**config.mk**
```make
export PLATFORM = sky130hd
export DESIGN_NAME = mc_ctrl_seq
export DESIGN_NICKNAME = d
export VERILOG_FILES = /design/src/rtl/mcs_pkg.sv /design/src/rtl/mcs_dispatch.sv /design/src/rtl/mcs_ctrl_rom.sv /design/src/rtl/mcs_seq.sv /design/src/rtl/mc_ctrl_seq.sv
export SDC_FILE = /design/constraint.sdc
export NUM_CORES = 1
export LEC_CHECK = 0
export ABC_AREA = 1
export BUFFER_PORTS_ARGS = -buffer_cell sky130_fd_sc_hd__clkbuf_2
export CORE_ASPECT_RATIO = 0.7
export CORE_MARGIN = 10
export CORE_UTILIZATION = 60
export DETAILED_ROUTE_END_ITERATION = 16
export PLACE_DENSITY = 0.85
export SETUP_SLACK_MARGIN = 0.4
export SYNTH_ARGS = -nofsm -noshare
export SYNTH_HDL_FRONTEND = slang
export SYNTH_HIERARCHICAL = 1
export SYNTH_SLANG_ARGS = --single-unit
```
**constraint.sdc**
```tcl
create_clock -name clk -period 4.1 [get_ports clk]
set_input_delay 0.205 -clock clk [delete_from_list [all_inputs] [get_ports clk]]
set_output_delay 0.205 -clock clk [all_outputs]
set_load 0.05 [all_outputs]
```
**src/rtl/mcs_pkg.sv**
```systemverilog
package mcs_pkg;
   localparam int ST_W = 4;
   typedef logic [ST_W-1:0] st_t;

   // consecutive codes per instruction chain: the increment kind relies on it
   localparam st_t S_FETCH   = 4'd0;
   localparam st_t S_DECODE  = 4'd1;
   localparam st_t S_R_EXE   = 4'd2;
   localparam st_t S_R_WB    = 4'd3;
   localparam st_t S_ORI_EXE = 4'd4;
   localparam st_t S_ORI_WB  = 4'd5;
   localparam st_t S_LW_ADR  = 4'd6;
   localparam st_t S_LW_MEM  = 4'd7;
   localparam st_t S_LW_WB   = 4'd8;
   localparam st_t S_SW_ADR  = 4'd9;
   localparam st_t S_SW_MEM  = 4'd10;
   localparam st_t S_BEQ     = 4'd11;
   localparam st_t S_LAST    = S_BEQ;

   typedef enum logic [1:0] {SQ_ZERO, SQ_DISP, SQ_INC} seq_e;

   localparam logic [1:0] AOP_ADD = 2'd0, AOP_SUB = 2'd1, AOP_OR = 2'd2, AOP_FN = 2'd3;
   localparam logic [1:0] BS_REG = 2'd0, BS_FOUR = 2'd1, BS_IMM = 2'd2, BS_IMM_SH = 2'd3;

   typedef struct packed {
      logic       pc_wr;
      logic       pc_wr_cond;
      logic       pc_src;
      logic       ir_wr;
      logic       mem_rd;
      logic       mem_wr;
      logic       addr_sel;
      logic       reg_wr;
      logic       dst_sel;
      logic       wb_sel;
      logic       alu_a_sel;
      logic [1:0] alu_b_sel;
      logic       ext_zero;
      logic [1:0] alu_op;
   } ctrl_t;

   localparam int NOPS = 5;
endpackage

```
**src/rtl/mcs_dispatch.sv**
```systemverilog
module mcs_dispatch
   import mcs_pkg::*;
#(
   parameter int OPW  = 6,
   parameter int NENT = NOPS
) (
   input  logic [OPW-1:0]       opcode,
   input  logic [NENT*OPW-1:0]  op_tab,
   input  logic [NENT*ST_W-1:0] tgt_tab,
   output logic [NENT-1:0]      match,
   output logic                 hit,
   output st_t                  target
);
   for (genvar i = 0; i < NENT; i++) begin : g_cmp
      assign match[i] = (opcode == op_tab[i*OPW +: OPW]);
   end

   assign hit = |match;

   always_comb begin
      target = S_FETCH;
      for (int i = 0; i < NENT; i++) begin
         if (match[i]) target = target | tgt_tab[i*ST_W +: ST_W];
      end
   end
endmodule

```
**src/rtl/mcs_ctrl_rom.sv**
```systemverilog
module mcs_ctrl_rom
   import mcs_pkg::*;
(
   input  st_t   state,
   output ctrl_t ctl,
   output seq_e  kind
);
   always_comb begin
      ctl  = '0;
      kind = SQ_ZERO;
      case (state)
         S_FETCH: begin
            ctl.pc_wr     = 1'b1;
            ctl.ir_wr     = 1'b1;
            ctl.mem_rd    = 1'b1;
            ctl.alu_b_sel = BS_FOUR;
            ctl.alu_op    = AOP_ADD;
            kind          = SQ_INC;
         end
         S_DECODE: begin
            ctl.alu_b_sel = BS_IMM_SH;
            ctl.alu_op    = AOP_ADD;
            kind          = SQ_DISP;
         end
         S_R_EXE: begin
            ctl.alu_a_sel = 1'b1;
            ctl.alu_b_sel = BS_REG;
            ctl.alu_op    = AOP_FN;
            kind          = SQ_INC;
         end
         S_R_WB: begin
            ctl.reg_wr  = 1'b1;
            ctl.dst_sel = 1'b1;
         end
         S_ORI_EXE: begin
            ctl.alu_a_sel = 1'b1;
            ctl.alu_b_sel = BS_IMM;
            ctl.ext_zero  = 1'b1;
            ctl.alu_op    = AOP_OR;
            kind          = SQ_INC;
         end
         S_ORI_WB: ctl.reg_wr = 1'b1;
         S_LW_ADR, S_SW_ADR: begin
            ctl.alu_a_sel = 1'b1;
            ctl.alu_b_sel = BS_IMM;
            ctl.alu_op    = AOP_ADD;
            kind          = SQ_INC;
         end
         S_LW_MEM: begin
            ctl.mem_rd   = 1'b1;
            ctl.addr_sel = 1'b1;
            kind         = SQ_INC;
         end
         S_LW_WB: begin
            ctl.reg_wr = 1'b1;
            ctl.wb_sel = 1'b1;
         end
         S_SW_MEM: begin
            ctl.mem_wr   = 1'b1;
            ctl.addr_sel = 1'b1;
         end
         S_BEQ: begin
            ctl.alu_a_sel  = 1'b1;
            ctl.alu_b_sel  = BS_REG;
            ctl.alu_op     = AOP_SUB;
            ctl.pc_wr_cond = 1'b1;
            ctl.pc_src     = 1'b1;
         end
         default: kind = SQ_ZERO;
      endcase
   end
endmodule

```
**src/rtl/mcs_seq.sv**
```systemverilog
module mcs_seq
   import mcs_pkg::*;
(
   input  logic clk,
   input  logic rst,
   input  seq_e kind,
   input  logic disp_hit,
   input  st_t  disp_tgt,
   output st_t  state
);
   st_t nxt;

   always_comb begin
      case (kind)
         SQ_DISP: nxt = disp_hit ? disp_tgt : S_FETCH;
         SQ_INC:  nxt = state + 4'd1;
         default: nxt = S_FETCH;
      endcase
   end

   always_ff @(posedge clk) begin
      if (rst) state <= S_FETCH;
      else     state <= nxt;
   end

   // decode always follows fetch
   p_fetch_then_decode_r2: assert property (@(posedge clk) disable iff (rst)
      state == S_FETCH |=> state == S_DECODE);

   // the state code never leaves the used range
   p_state_range_r3: assert property (@(posedge clk) disable iff (rst)
      state <= S_LAST);

   // a chain end or failed dispatch lands in fetch
   p_chain_end_r9: assert property (@(posedge clk) disable iff (rst)
      (kind == SQ_ZERO || (kind == SQ_DISP && !disp_hit)) |=> state == S_FETCH);
endmodule

```
**src/rtl/mc_ctrl_seq.sv**
```systemverilog
module mc_ctrl_seq
   import mcs_pkg::*;
#(
   parameter int             OPW      = 6,
   parameter logic [OPW-1:0] OP_RTYPE = 6'b000000,
   parameter logic [OPW-1:0] OP_ORI   = 6'b001101,
   parameter logic [OPW-1:0] OP_LW    = 6'b100011,
   parameter logic [OPW-1:0] OP_SW    = 6'b101011,
   parameter logic [OPW-1:0] OP_BEQ   = 6'b000100
) (
   input  logic           clk,
   input  logic           rst,
   input  logic [OPW-1:0] opcode,
   input  logic           alu_zero,
   output logic           pc_wr,
   output logic           pc_wr_cond,
   output logic           pc_ld,
   output logic           pc_src,
   output logic           ir_wr,
   output logic           mem_rd,
   output logic           mem_wr,
   output logic           addr_sel,
   output logic           reg_wr,
   output logic           dst_sel,
   output logic           wb_sel,
   output logic           alu_a_sel,
   output logic [1:0]     alu_b_sel,
   output logic           ext_zero,
   output logic [1:0]     alu_op
);
   localparam logic [NOPS*OPW-1:0]  OP_TAB  = {OP_BEQ, OP_SW, OP_LW, OP_ORI, OP_RTYPE};
   localparam logic [NOPS*ST_W-1:0] TGT_TAB = {S_BEQ, S_SW_ADR, S_LW_ADR, S_ORI_EXE, S_R_EXE};

   if (OPW < 3) begin : g_bad_opw
      $error("mc_ctrl_seq: OPW too small to hold five distinct opcodes");
   end
   for (genvar i = 0; i < NOPS; i++) begin : g_chk_i
      for (genvar j = i + 1; j < NOPS; j++) begin : g_chk_j
         if (OP_TAB[i*OPW +: OPW] == OP_TAB[j*OPW +: OPW]) begin : g_dup
            $error("mc_ctrl_seq: two opcode parameters share one value");
         end
      end
   end

   st_t             cur_st;
   ctrl_t           ctl;
   seq_e            kind;
   logic            disp_hit;
   st_t             disp_tgt;
   logic [NOPS-1:0] disp_match;

   mcs_dispatch #(.OPW(OPW), .NENT(NOPS)) u_disp (
      .opcode (opcode),
      .op_tab (OP_TAB),
      .tgt_tab(TGT_TAB),
      .match  (disp_match),
      .hit    (disp_hit),
      .target (disp_tgt)
   );

   mcs_ctrl_rom u_rom (
      .state(cur_st),
      .ctl  (ctl),
      .kind (kind)
   );

   mcs_seq u_seq (
      .clk     (clk),
      .rst     (rst),
      .kind    (kind),
      .disp_hit(disp_hit),
      .disp_tgt(disp_tgt),
      .state   (cur_st)
   );

   assign pc_wr      = ctl.pc_wr;
   assign pc_wr_cond = ctl.pc_wr_cond;
   assign pc_ld      = ctl.pc_wr | (ctl.pc_wr_cond & alu_zero);
   assign pc_src     = ctl.pc_src;
   assign ir_wr      = ctl.ir_wr;
   assign mem_rd     = ctl.mem_rd;
   assign mem_wr     = ctl.mem_wr;
   assign addr_sel   = ctl.addr_sel;
   assign reg_wr     = ctl.reg_wr;
   assign dst_sel    = ctl.dst_sel;
   assign wb_sel     = ctl.wb_sel;
   assign alu_a_sel  = ctl.alu_a_sel;
   assign alu_b_sel  = ctl.alu_b_sel;
   assign ext_zero   = ctl.ext_zero;
   assign alu_op     = ctl.alu_op;

   // one opcode selects at most one chain
   p_unique_op_r3: assert property (@(posedge clk) disable iff (rst)
      $onehot0(disp_match));

   // memory read, memory write and register write never coincide
   p_one_access_r6: assert property (@(posedge clk) disable iff (rst)
      $onehot0({mem_rd, mem_wr, reg_wr}));

   // a branch state is followed by a fetch
   p_branch_ends_r8: assert property (@(posedge clk) disable iff (rst)
      pc_wr_cond |=> ir_wr);

   // every register write-back ends its chain
   p_wb_ends_r4: assert property (@(posedge clk) disable iff (rst)
      reg_wr |=> ir_wr);

   // an unknown opcode in decode goes straight back to fetch
   p_illegal_r9: assert property (@(posedge clk) disable iff (rst)
      (cur_st == S_DECODE && !disp_hit) |=> ir_wr);
endmodule

```
==> results.yml <==
finish:
  regMostFlops: "u_seq/state"
  layout_commonest_cell: "nand2_1"
  reg_top3: "u_seq/state: 4 flops"
  fin_nets: 327
  largest_reg_flops: 4
  seqCellArea_um2: 80.1
  syn2layout_area_growth_pct: 24.7
  n_fill_cell: 153
  drive_above_1_share: 0.208
  diodes: 0
  multi_input_area_mm2: 0.00116
  mostFrequentLayoutCells: "nand2_1 (66), conb_1 (62), inv_1 (38)"
critical_path:
  crit_family: "simple AND/OR/NAND/NOR gates"
  end_kind: "flop"
  cp-start-kind: "flop"
  crit_buf_inv: 1
  crit_cells: 8
  required_ps: 4250
  path_max_fanout: 8
  reg2regPathDepth: 8
  cp_slowest_cell: "dfxtp_1"
  critPathMaxStageDelay_ps: 460
  critical_path_class: "flop to flop"
  cp_cell_sequence: "inv_1 > nor2_2 > nand2_2 > and2_0 > nand2_1 > ha_1 > or2_1 > a21oi_1"
  crit_arrival_ps: 1920
timing:
  clock_skew_ps: 4.39
  worst_hold_slack_ps: 304
  hold_viol_final: 0
  drv_slew: 0
  tns_ps: 0
  min_period_over_period: 0.430
  setup_violations: 0
  rsz0062_at_grt: "false"
  clock.fmax_mhz: 567
  fin_crit_ps: 1760
logic_synthesis:
  synth.avg_cell_area_um2: 5.51
  synth_cells: 233
  synthesis.area_mm2: 0.00128
  ys_warn_count: 6
cts:
  clk_path_buf_depth: 2
  cts_resized: 0
  cts_tree: "done"
  clkLatencyLatePin_ps: 230
  cts_buffers: 3
  root_buffer: "clkbuf_4"
  post_cts_buffers: 0
  htreeDepth: 1
  clk_pin_slew_ps: 30
  ctsHoldBuffers: 0
  cts.sinks: 4
pwr:
  peakVddDrop_uv: 280
  p_leak_nw: 1.07
  powerDensity_mw_per_mm2: 348
detailed_routing:
  wl_per_cell_um: 8.18
  drt_iter0_drc: 105
  drc_errors: 0
  avgViaCountPerCell: 4.09
  firstDrtPassIters: 4
  totalWireLength_um: 2740
  dr_total_vias: 1371
  ant_nets: 0
floorplanning:
  fp.dieH_um: 58.7
  core-area_mm2: 0.00194
  io_pins: 26
  placementRows: 13
  dieArea_mm2: 0.00442
  die_x_um: 75.3
  initial_core_util: 0.664
placement:
  post-dp-hpwl_um: 2470
  port_buffers: 25
  routabilityCongestion: 0.855
grt:
  overflow: 0
  grt_pass1_vias: 1139
  grt_max_degree: 10
  antenna_found_initial: 0
  grt.total_usage: 0.124
  grt_pass1_wl_um: 4660
min_path:
  min_path_cells: 3
  worstHoldPathType: "input pin to flop"
flow_run:
  drv_cap: 0
run_status:
  outcome: "complete, no violations"
## routing by layer
layer / wire length, um / up-vias / track usage
met3: 246 / 0 / 0.0235
met2: 1070 / 38 / 0.184
met1: 1430 / 549 / 0.187
met4: 0 / 0 / 0
li1: - / 784 / -
met5: 0 / - / 0
## cell type report
type,instances,area share
Multi-Input combinational cell,233,0.725
Inverter,48,0.116
Timing Repair Buffer,25,0.0781
Sequential cell,4,0.0500
Tap cell,22,0.0172
Clock buffer,3,0.0141
## through the flow
stage,instances,utilization,power (mW),area (um^2),worst slack (ps)
3_5_place_dp,332,0.816,0.509,1580,2360
2_1_floorplan,293,-,0.440,1510,2100
4_1_cts,335,0.828,0.557,1600,2340
5_1_grt,335,0.828,0.608,1600,2150
3_3_place_gp,332,0.816,0.504,1580,2390
6_report,335,0.828,0.558,1600,2340
## path summary, 6_finish.rpt
| check | slack (ps) | from | end |
|---|---|---|---|
| max | 2340 | u_seq/state[0]$_SDFF_PP0_ | u_seq/state[2]$_SDFF_PP0_ |
| min | 300 | rst | u_seq/state[0]$_SDFF_PP0_ |
| max reg2reg | 2340 | u_seq/state[0]$_SDFF_PP0_ | u_seq/state[2]$_SDFF_PP0_ |
| min reg2reg | 690 | u_seq/state[3]$_SDFF_PP0_ | u_seq/state[3]$_SDFF_PP0_ |
## tightest hold or removal path: stages
cell,delay [ps]
clkbuf_2,70
or2_1,160
a21oi_2,40
## where the power goes
| part | leakage (nW) | switching, mW | internal [mW] |
|---|---|---|---|
| logic | 1.03 | 0.334 | 0.113 |
| registers | 0.0325 | 0.0180 | 0.0477 |
| clock network | 0.0138 | 0.0131 | 0.0325 |
Note: power is estimated with default switching activity, not from simulation.
